--- src/rtl/hlcd_pkg.sv ---
`timescale 1ns/1ps
// Package hlcd_pkg
// Shared field positions and the decoded setting type for the high/low-time
// divider. Assumes the count fields sit side by side at the bottom of the word
// with the flags directly above them.
package hlcd_pkg;
    localparam int CNT_W    = 6;
    localparam int WORD_W   = 32;
    localparam int LO_LSB   = 0;
    localparam int HI_LSB   = LO_LSB + CNT_W;
    localparam int EDGE_BIT = HI_LSB + CNT_W;
    localparam int BYP_BIT  = EDGE_BIT + 1;
    localparam int HOLD_BIT = BYP_BIT + 1;
    localparam int RSVD_LSB = HOLD_BIT + 1;

    typedef logic [CNT_W-1:0] cnt_t;

    typedef struct packed {
        cnt_t hi;
        cnt_t lo;
        logic edge_f;
        logic byp;
    } div_cfg_t;

    localparam div_cfg_t CFG_RESET = '{hi: '0, lo: '0, edge_f: 1'b0, byp: 1'b1};
endpackage

--- src/rtl/hlcd_decode.sv ---
`timescale 1ns/1ps
// Module hlcd_decode
// Splits the control word into a decoded setting and a hold flag. A zero
// count with bypass clear is folded into bypass. Reserved bits are discarded.
// Purely combinational; assumes WORD_W leaves room for all flag bits.
module hlcd_decode
    import hlcd_pkg::*;
#(
    parameter int WORD_W_P = WORD_W
) (
    input  logic [WORD_W_P-1:0] word,
    output div_cfg_t            cfg,
    output logic                hold
);
    cnt_t hi_f;
    cnt_t lo_f;
    logic unused_rsvd;

    // Field extraction and zero-count folding into bypass.
    always_comb begin
        hi_f       = word[HI_LSB +: CNT_W];
        lo_f       = word[LO_LSB +: CNT_W];
        cfg.hi     = hi_f;
        cfg.lo     = lo_f;
        cfg.edge_f = word[EDGE_BIT];
        cfg.byp    = word[BYP_BIT] | (hi_f == '0) | (lo_f == '0);
        hold       = word[HOLD_BIT];
    end

    assign unused_rsvd = ^word[WORD_W_P-1:RSVD_LSB];
endmodule

--- src/rtl/hlcd_phase_seq.sv ---
`timescale 1ns/1ps
// Module hlcd_phase_seq
// Rising-edge phase sequencer. Holds the active setting, counts the high and
// low phases, and adopts a new setting only at a period boundary (end of the
// low phase, or every cycle in bypass). Assumes an active setting outside
// bypass never has a zero count (guaranteed by hlcd_decode).
module hlcd_phase_seq
    import hlcd_pkg::*;
(
    input  logic     clk_in,
    input  logic     rst_n,
    input  div_cfg_t cfg_in,
    input  logic     hold_in,
    output logic     run_q,
    output logic     tick_q,
    output logic     phase_hi_q,
    output logic     last_low,
    output logic     act_byp,
    output logic     act_edge
);
    div_cfg_t act_q;
    cnt_t     cnt_q;
    logic     boundary;

    // Boundary detection: end of low phase, or any cycle in bypass.
    always_comb begin
        last_low = !phase_hi_q && (cnt_q == '0);
        boundary = act_q.byp || last_low;
        act_byp  = act_q.byp;
        act_edge = act_q.edge_f;
    end

    // Phase counting, setting adoption and period-start pulse.
    always_ff @(posedge clk_in) begin
        if (!rst_n) begin
            run_q      <= 1'b0;
            tick_q     <= 1'b0;
            phase_hi_q <= 1'b0;
            cnt_q      <= '0;
            act_q      <= CFG_RESET;
        end else begin
            run_q  <= 1'b1;
            tick_q <= 1'b0;
            if (!run_q) begin
                tick_q <= 1'b1;
            end else if (boundary) begin
                tick_q     <= 1'b1;
                phase_hi_q <= 1'b1;
                if (!hold_in) begin
                    act_q <= cfg_in;
                    cnt_q <= cfg_in.hi - CNT_W'(1);
                end else begin
                    cnt_q <= act_q.hi - CNT_W'(1);
                end
            end else if (phase_hi_q && (cnt_q == '0)) begin
                phase_hi_q <= 1'b0;
                cnt_q      <= act_q.lo - CNT_W'(1);
            end else begin
                cnt_q <= cnt_q - CNT_W'(1);
            end
        end
    end

    // setting stays fixed while a divided period is in progress.
    a_r7_mid_period_stable: assert property (@(posedge clk_in) disable iff (!rst_n)
        (run_q && !act_q.byp && !last_low) |=> $stable(act_q));

    // hold flag keeps the active setting.
    a_r8_hold_keeps: assert property (@(posedge clk_in) disable iff (!rst_n)
        (run_q && hold_in) |=> $stable(act_q));

    // a divided setting never carries a zero count.
    a_r6_no_zero_active: assert property (@(posedge clk_in) disable iff (!rst_n)
        (run_q && !act_q.byp) |-> (act_q.hi != '0 && act_q.lo != '0));

    // the period pulse in divided mode falls in the high phase.
    a_r2_tick_in_high: assert property (@(posedge clk_in) disable iff (!rst_n)
        (run_q && !act_q.byp && tick_q) |-> phase_hi_q);

    // high-phase counter stays under the programmed high count.
    a_r3_high_bound: assert property (@(posedge clk_in) disable iff (!rst_n)
        (run_q && !act_q.byp && phase_hi_q) |-> (cnt_q < act_q.hi));
endmodule

--- src/rtl/hlcd_edge_ext.sv ---
`timescale 1ns/1ps
// Module hlcd_edge_ext
// Falling-edge extension and output select. For odd settings with the edge
// flag, raises the output half a cycle early in the last low cycle. In bypass
// passes the input clock through. Assumes the sequencer state is stable at
// each falling edge.
module hlcd_edge_ext (
    input  logic clk_in,
    input  logic rst_n,
    input  logic run_q,
    input  logic phase_hi_q,
    input  logic last_low,
    input  logic act_byp,
    input  logic act_edge,
    output logic clk_out
);
    logic early_q;

    // Half-cycle early rise captured on the falling edge.
    always_ff @(negedge clk_in) begin
        if (!rst_n) begin
            early_q <= 1'b0;
        end else begin
            early_q <= run_q && !act_byp && act_edge && last_low;
        end
    end

    // Output select: pass-through in bypass, phase plus extension otherwise.
    assign clk_out = run_q & (act_byp ? clk_in : (phase_hi_q | early_q));

    // the early rise only exists in the last low cycle of an edge setting.
    a_r4_ext_window: assert property (@(posedge clk_in) disable iff (!rst_n)
        early_q |-> (last_low && act_edge && !act_byp));
endmodule

--- src/rtl/hl_clk_divider.sv ---
`timescale 1ns/1ps
// Module hl_clk_divider
// Top of the high/low-time clock divider: decode, rising-edge sequencer and
// falling-edge extension. Assumes ctrl_word is synchronous to clk_in.
module hl_clk_divider
    import hlcd_pkg::*;
(
    input  logic              clk_in,
    input  logic              rst_n,
    input  logic [WORD_W-1:0] ctrl_word,
    output logic              clk_out,
    output logic              div_tick
);
    div_cfg_t dec_cfg;
    logic     dec_hold;
    logic     run_q;
    logic     tick_q;
    logic     phase_hi_q;
    logic     last_low;
    logic     act_byp;
    logic     act_edge;

    hlcd_decode #(.WORD_W_P(WORD_W)) u_decode (
        .word (ctrl_word),
        .cfg  (dec_cfg),
        .hold (dec_hold)
    );

    hlcd_phase_seq u_seq (
        .clk_in     (clk_in),
        .rst_n      (rst_n),
        .cfg_in     (dec_cfg),
        .hold_in    (dec_hold),
        .run_q      (run_q),
        .tick_q     (tick_q),
        .phase_hi_q (phase_hi_q),
        .last_low   (last_low),
        .act_byp    (act_byp),
        .act_edge   (act_edge)
    );

    hlcd_edge_ext u_ext (
        .clk_in     (clk_in),
        .rst_n      (rst_n),
        .run_q      (run_q),
        .phase_hi_q (phase_hi_q),
        .last_low   (last_low),
        .act_byp    (act_byp),
        .act_edge   (act_edge),
        .clk_out    (clk_out)
    );

    assign div_tick = tick_q;
endmodule

--- config.mk ---
export PLATFORM = sky130hd
export DESIGN_NAME = hl_clk_divider
export DESIGN_NICKNAME = d
export VERILOG_FILES = /design/src/rtl/hlcd_pkg.sv /design/src/rtl/hlcd_decode.sv /design/src/rtl/hlcd_phase_seq.sv /design/src/rtl/hlcd_edge_ext.sv /design/src/rtl/hl_clk_divider.sv
export SDC_FILE = /design/constraint.sdc
export NUM_CORES = 1
export LEC_CHECK = 0
export BUFFER_PORTS_ARGS = -buffer_cell sky130_fd_sc_hd__buf_4
export CAP_MARGIN = 20
export CORE_MARGIN = 2
export CORE_UTILIZATION = 54
export CTS_CLUSTER_DIAMETER = 60
export CTS_CLUSTER_SIZE = 40
export DETAILED_ROUTE_END_ITERATION = 16
export HOLD_SLACK_MARGIN = 0.06
export PLACE_DENSITY_LB_ADDON = 0.25
export RECOVER_POWER = 100
export SKIP_CTS_REPAIR_TIMING = 1
export SYNTH_ARGS = -nofsm -noshare
export SYNTH_HDL_FRONTEND = slang
export SYNTH_SLANG_ARGS = --single-unit
--- constraint.sdc ---
create_clock -name clk_in -period 4.81 [get_ports clk_in]
set_input_delay 0 -clock clk_in [delete_from_list [all_inputs] [get_ports clk_in]]
set_output_delay 0 -clock clk_in [all_outputs]
set_load 0.03 [all_outputs]
* Word-level counts from Yosys, hierarchy flattened
Index checks and enable logic that the tools add are counted.
W data, S select, Z words.
** Storage, ports and cells
- Register bits :: 24
** Cells by class
- $add $sub $neg :: 4
- Mux-type cells :: 9
- Bitwise gates (word level) :: 5
- Reductions and logical operators :: 14
** Operators with widths (count)
- $sub A6 B1 Y6 const B :: 4
- $logic_not A6 Y1 :: 3
- $mux W6 :: 3
- $mux W1 :: 6
- $logic_and A1 B1 Y1 :: 5
- $or A1 B1 Y1 :: 3
- $reduce_and A3 Y1 :: 1
- $logic_not A1 Y1 :: 2
- $reduce_and A2 Y1 :: 1
- $reduce_bool A2 Y1 :: 1
- $and A1 B1 Y1 :: 1
- $logic_or A1 B1 Y1 :: 1
- $not A1 Y1 :: 1

* Logic depth before layout (Yosys ltp)
- Word-level depth :: 5
- Gate-level depth with buffers :: 8
- Depth with buffers taken out :: 7

* Modules after synthesis
A second synthesis with hierarchy kept.
** Unflattened totals
- Cell total of the unflattened synthesis :: 163
- Area total of the unflattened synthesis :: 1406.3 um^2
** By module, submodules not included
- hlcd_phase_seq :: times used 1, cells each 136, area an instance 1212.4 um^2, sequential area each 460.4 um^2
- hlcd_decode :: times used 1, cells each 19, area an instance 140.1 um^2, sequential area each 0.0 um^2
- hlcd_edge_ext :: times used 1, cells each 8, area an instance 53.8 um^2, sequential area each 20.0 um^2

==> flow_summary.yaml <==
outcome:
  outcome: "finished clean"
drt:
  routed_wl_mm: 2.70
  first_pass_iters: 4
  drc_errors: 0
  via_count: 1056
  via_per_inst: 5.59
  ant_nets: 0
  first_iter_violations: 20
  routedWlPerCell_um: 14.3
timing:
  setup_tns_ns: 0
  relSlewSlack: 0.311
  hold_viol_final: 0
  fin_skew_ns: 0.0747
  fin_ws_ns: 0.757
  holdWs_ns: 0.170
  setup_violations: 0
  rsz0062_at_grt: "no"
  worst_pin_slew_ns: 1.03
  finalMaxSlewViolations: 0
critical_path:
  cp_slowest_stage_delay_ns: 0.84
  path_class: "reg -> reg"
  endpoint_kind: "flip-flop"
  r2r_slack_ns: 0.76
  cp_cell_sequence: "nor3_1 > nand4b_1 > nor3_1"
  worstRegToRegCells: 3
  r2r_start: "u_seq.cnt_q[5]"
  cp_max_fo: 11
  r2r_end: "u_ext.early_q"
  critPathMostFrequentCell: "nor3_1"
  cp.arrival_ns: 1.96
  required_ns: 2.72
  startpoint_type: "flip-flop"
  crit_slowest_cell: "nor3_1"
placement:
  post-place-ws_ns: 1.08
  place_area_um2: 1390
  dp_cells: 167
  gp_congestion: 0.885
  portBuffers: 18
  hpwl_mm: 1.73
grt:
  grt_pass1_vias: 936
  grt_pass1_wl_mm: 4.12
  grt_max_degree: 25
  grt_usage: 0.202
  grt_overflow: 0
  antenna_found_initial: 0
finish:
  area_growth_pct: 24.1
  fillers: 171
  nets: 197
  mostFrequentLayoutCells: "dfxtp_1, mux2i_1, dlygate4sd3_1, buf_4, nor2b_1"
  final_core_util: 0.710
  final_cell_count_no_fill: 189
  drive_gt1_frac: 0.155
  final_area_um2: 1570
  layout_commonest_cell: "dfxtp_1"
  diodes: 0
pwr:
  fin_total_pwr_uw: 452
  max-vdd-ir-drop_mv: 0.265
  p_leak_nw: 0.636
  powerDensity_nw_per_um2: 288
clock_network:
  cts_made_buffers: 3
  clock_latency_ns: 0.39
  cts_tree: "built"
  root_buffer: "clkbuf_4"
  h-tree-depth: 1
  clockBufferDepth: 2
  path_clk_slew_ns: 0.16
yosys:
  syn_area_um2: 1260
  yosys.area.top_type: "dfxtp_1"
  synth.area.top_cells: "dfxtp_1, mux2i_1, nor2b_1"
  synth_top_area_frac: 0.380
  ys_warn_count: 0
  ys_seq_elements: 24
  synth_fp_nets: 164
  synth_cell_type_count: 39
  syn_area_per_cell_um2: 9.81
  synth_cells: 129
  ys_seq_area_frac: 0.380
die:
  fp.dieArea_um2: 2750
  die_height_um: 52.4
  die_x_um: 52.4
  core_area_um2: 2210
  ios: 36
  rows: 17
  start_util: 0.572
worst_hold_path:
  hold_start: "ctrl_word[14]"
  holdPathStages: 4
  min_path_type: "in -> reg"
  min_to: "u_seq.act_byp"
run:
  max_cap_violations: 0
==> logic make-up (layout without fill, tap and decap cells) <==
family | after synthesis | after routing | synth area share
simple gates | 38 | 38 | 0.199
xor+xnor | 3 | 3 | 0.0208
mux | 20 | 20 | 0.158
fa+ha+maj | 1 | 1 | 0.00989
flops | 24 | 24 | 0.380
compound gates | 32 | 32 | 0.186
buf+inv | 11 | 43 | 0.0465
==> synthesized netlist by cell type (all sizes together) <==
master and number:
mux2i 20, a21o 2, nor3b 1, a21oi 7
nand2b 4, nor2b 14, dfxtp 24, o21ai 5
nor2 5, buf 4, nor4 1, a22o 1
nor3 5, nand3 1, clkbuf 4, a31oi 3
a311oi 4, nand4b 1, o211ai 1, ha 1
xnor2 3, a31o 1, a211oi 1, nand2 4
inv 3, o211a 3, o311ai 1, a41oi 1
a21boi 1, and3b 1, or4 1, o22a 1
==> state kept, by name, summed over array words and instances, names as in the netlist <==
signal,flops
u_seq.cnt_q,6
u_seq.run_q,1
u_seq.act_byp,1
u_seq.phase_hi_q,1
u_seq.act_q,12
u_seq.tick_q,1
u_seq.act_edge,1
u_ext.early_q,1
==> layer usage <==
metal | share of wire | GRT usage
met3 | 0.042 | 0.0629
met1 | 0.45 | 0.267
met4 | 0.015 | 0.0470
met5 | 0 | 0
met2 | 0.49 | 0.321
==> power breakdown <==
part	total (mW)	switching, mW	internal (mW)
clock network	0.123	0.0837	0.0396
logic	0.102	0.0489	0.0535
registers	0.227	0.0148	0.212
total	0.452	0.147	0.305
==> critical path: cells and delay by family, from the launching register on <==
kind / cells / cell delay [ns]
flops: 1 / 0.36
simple gates: 3 / 1.28
==> final cells by class <==
cell class	count	area (µm²)	share of cell area
clock inverters	3	16.3	0.0104
inverters	2	7.51	0.00478
repair buffers	34	290	0.185
multi-input cells	94	714	0.455
flip-flops and latches	24	480	0.306
clock buffers	4	26.3	0.0167
well taps	28	35.0	0.0223
==> worst max path at each step <==
stage | from | endpoint | cells past startpoint
after floorplan | u_ext.early_q | clk_out | 2
after global routing | u_seq.cnt_q[5] | u_ext.early_q | 3
final | u_seq.cnt_q[5] | u_ext.early_q | 3
after CTS | u_seq.cnt_q[5] | u_ext.early_q | 3
after detailed placement | u_seq.cnt_q[5] | u_ext.early_q | 3
after global placement | u_seq.cnt_q[5] | u_ext.early_q | 3
Note: power is estimated with default switching activity, not from simulation.
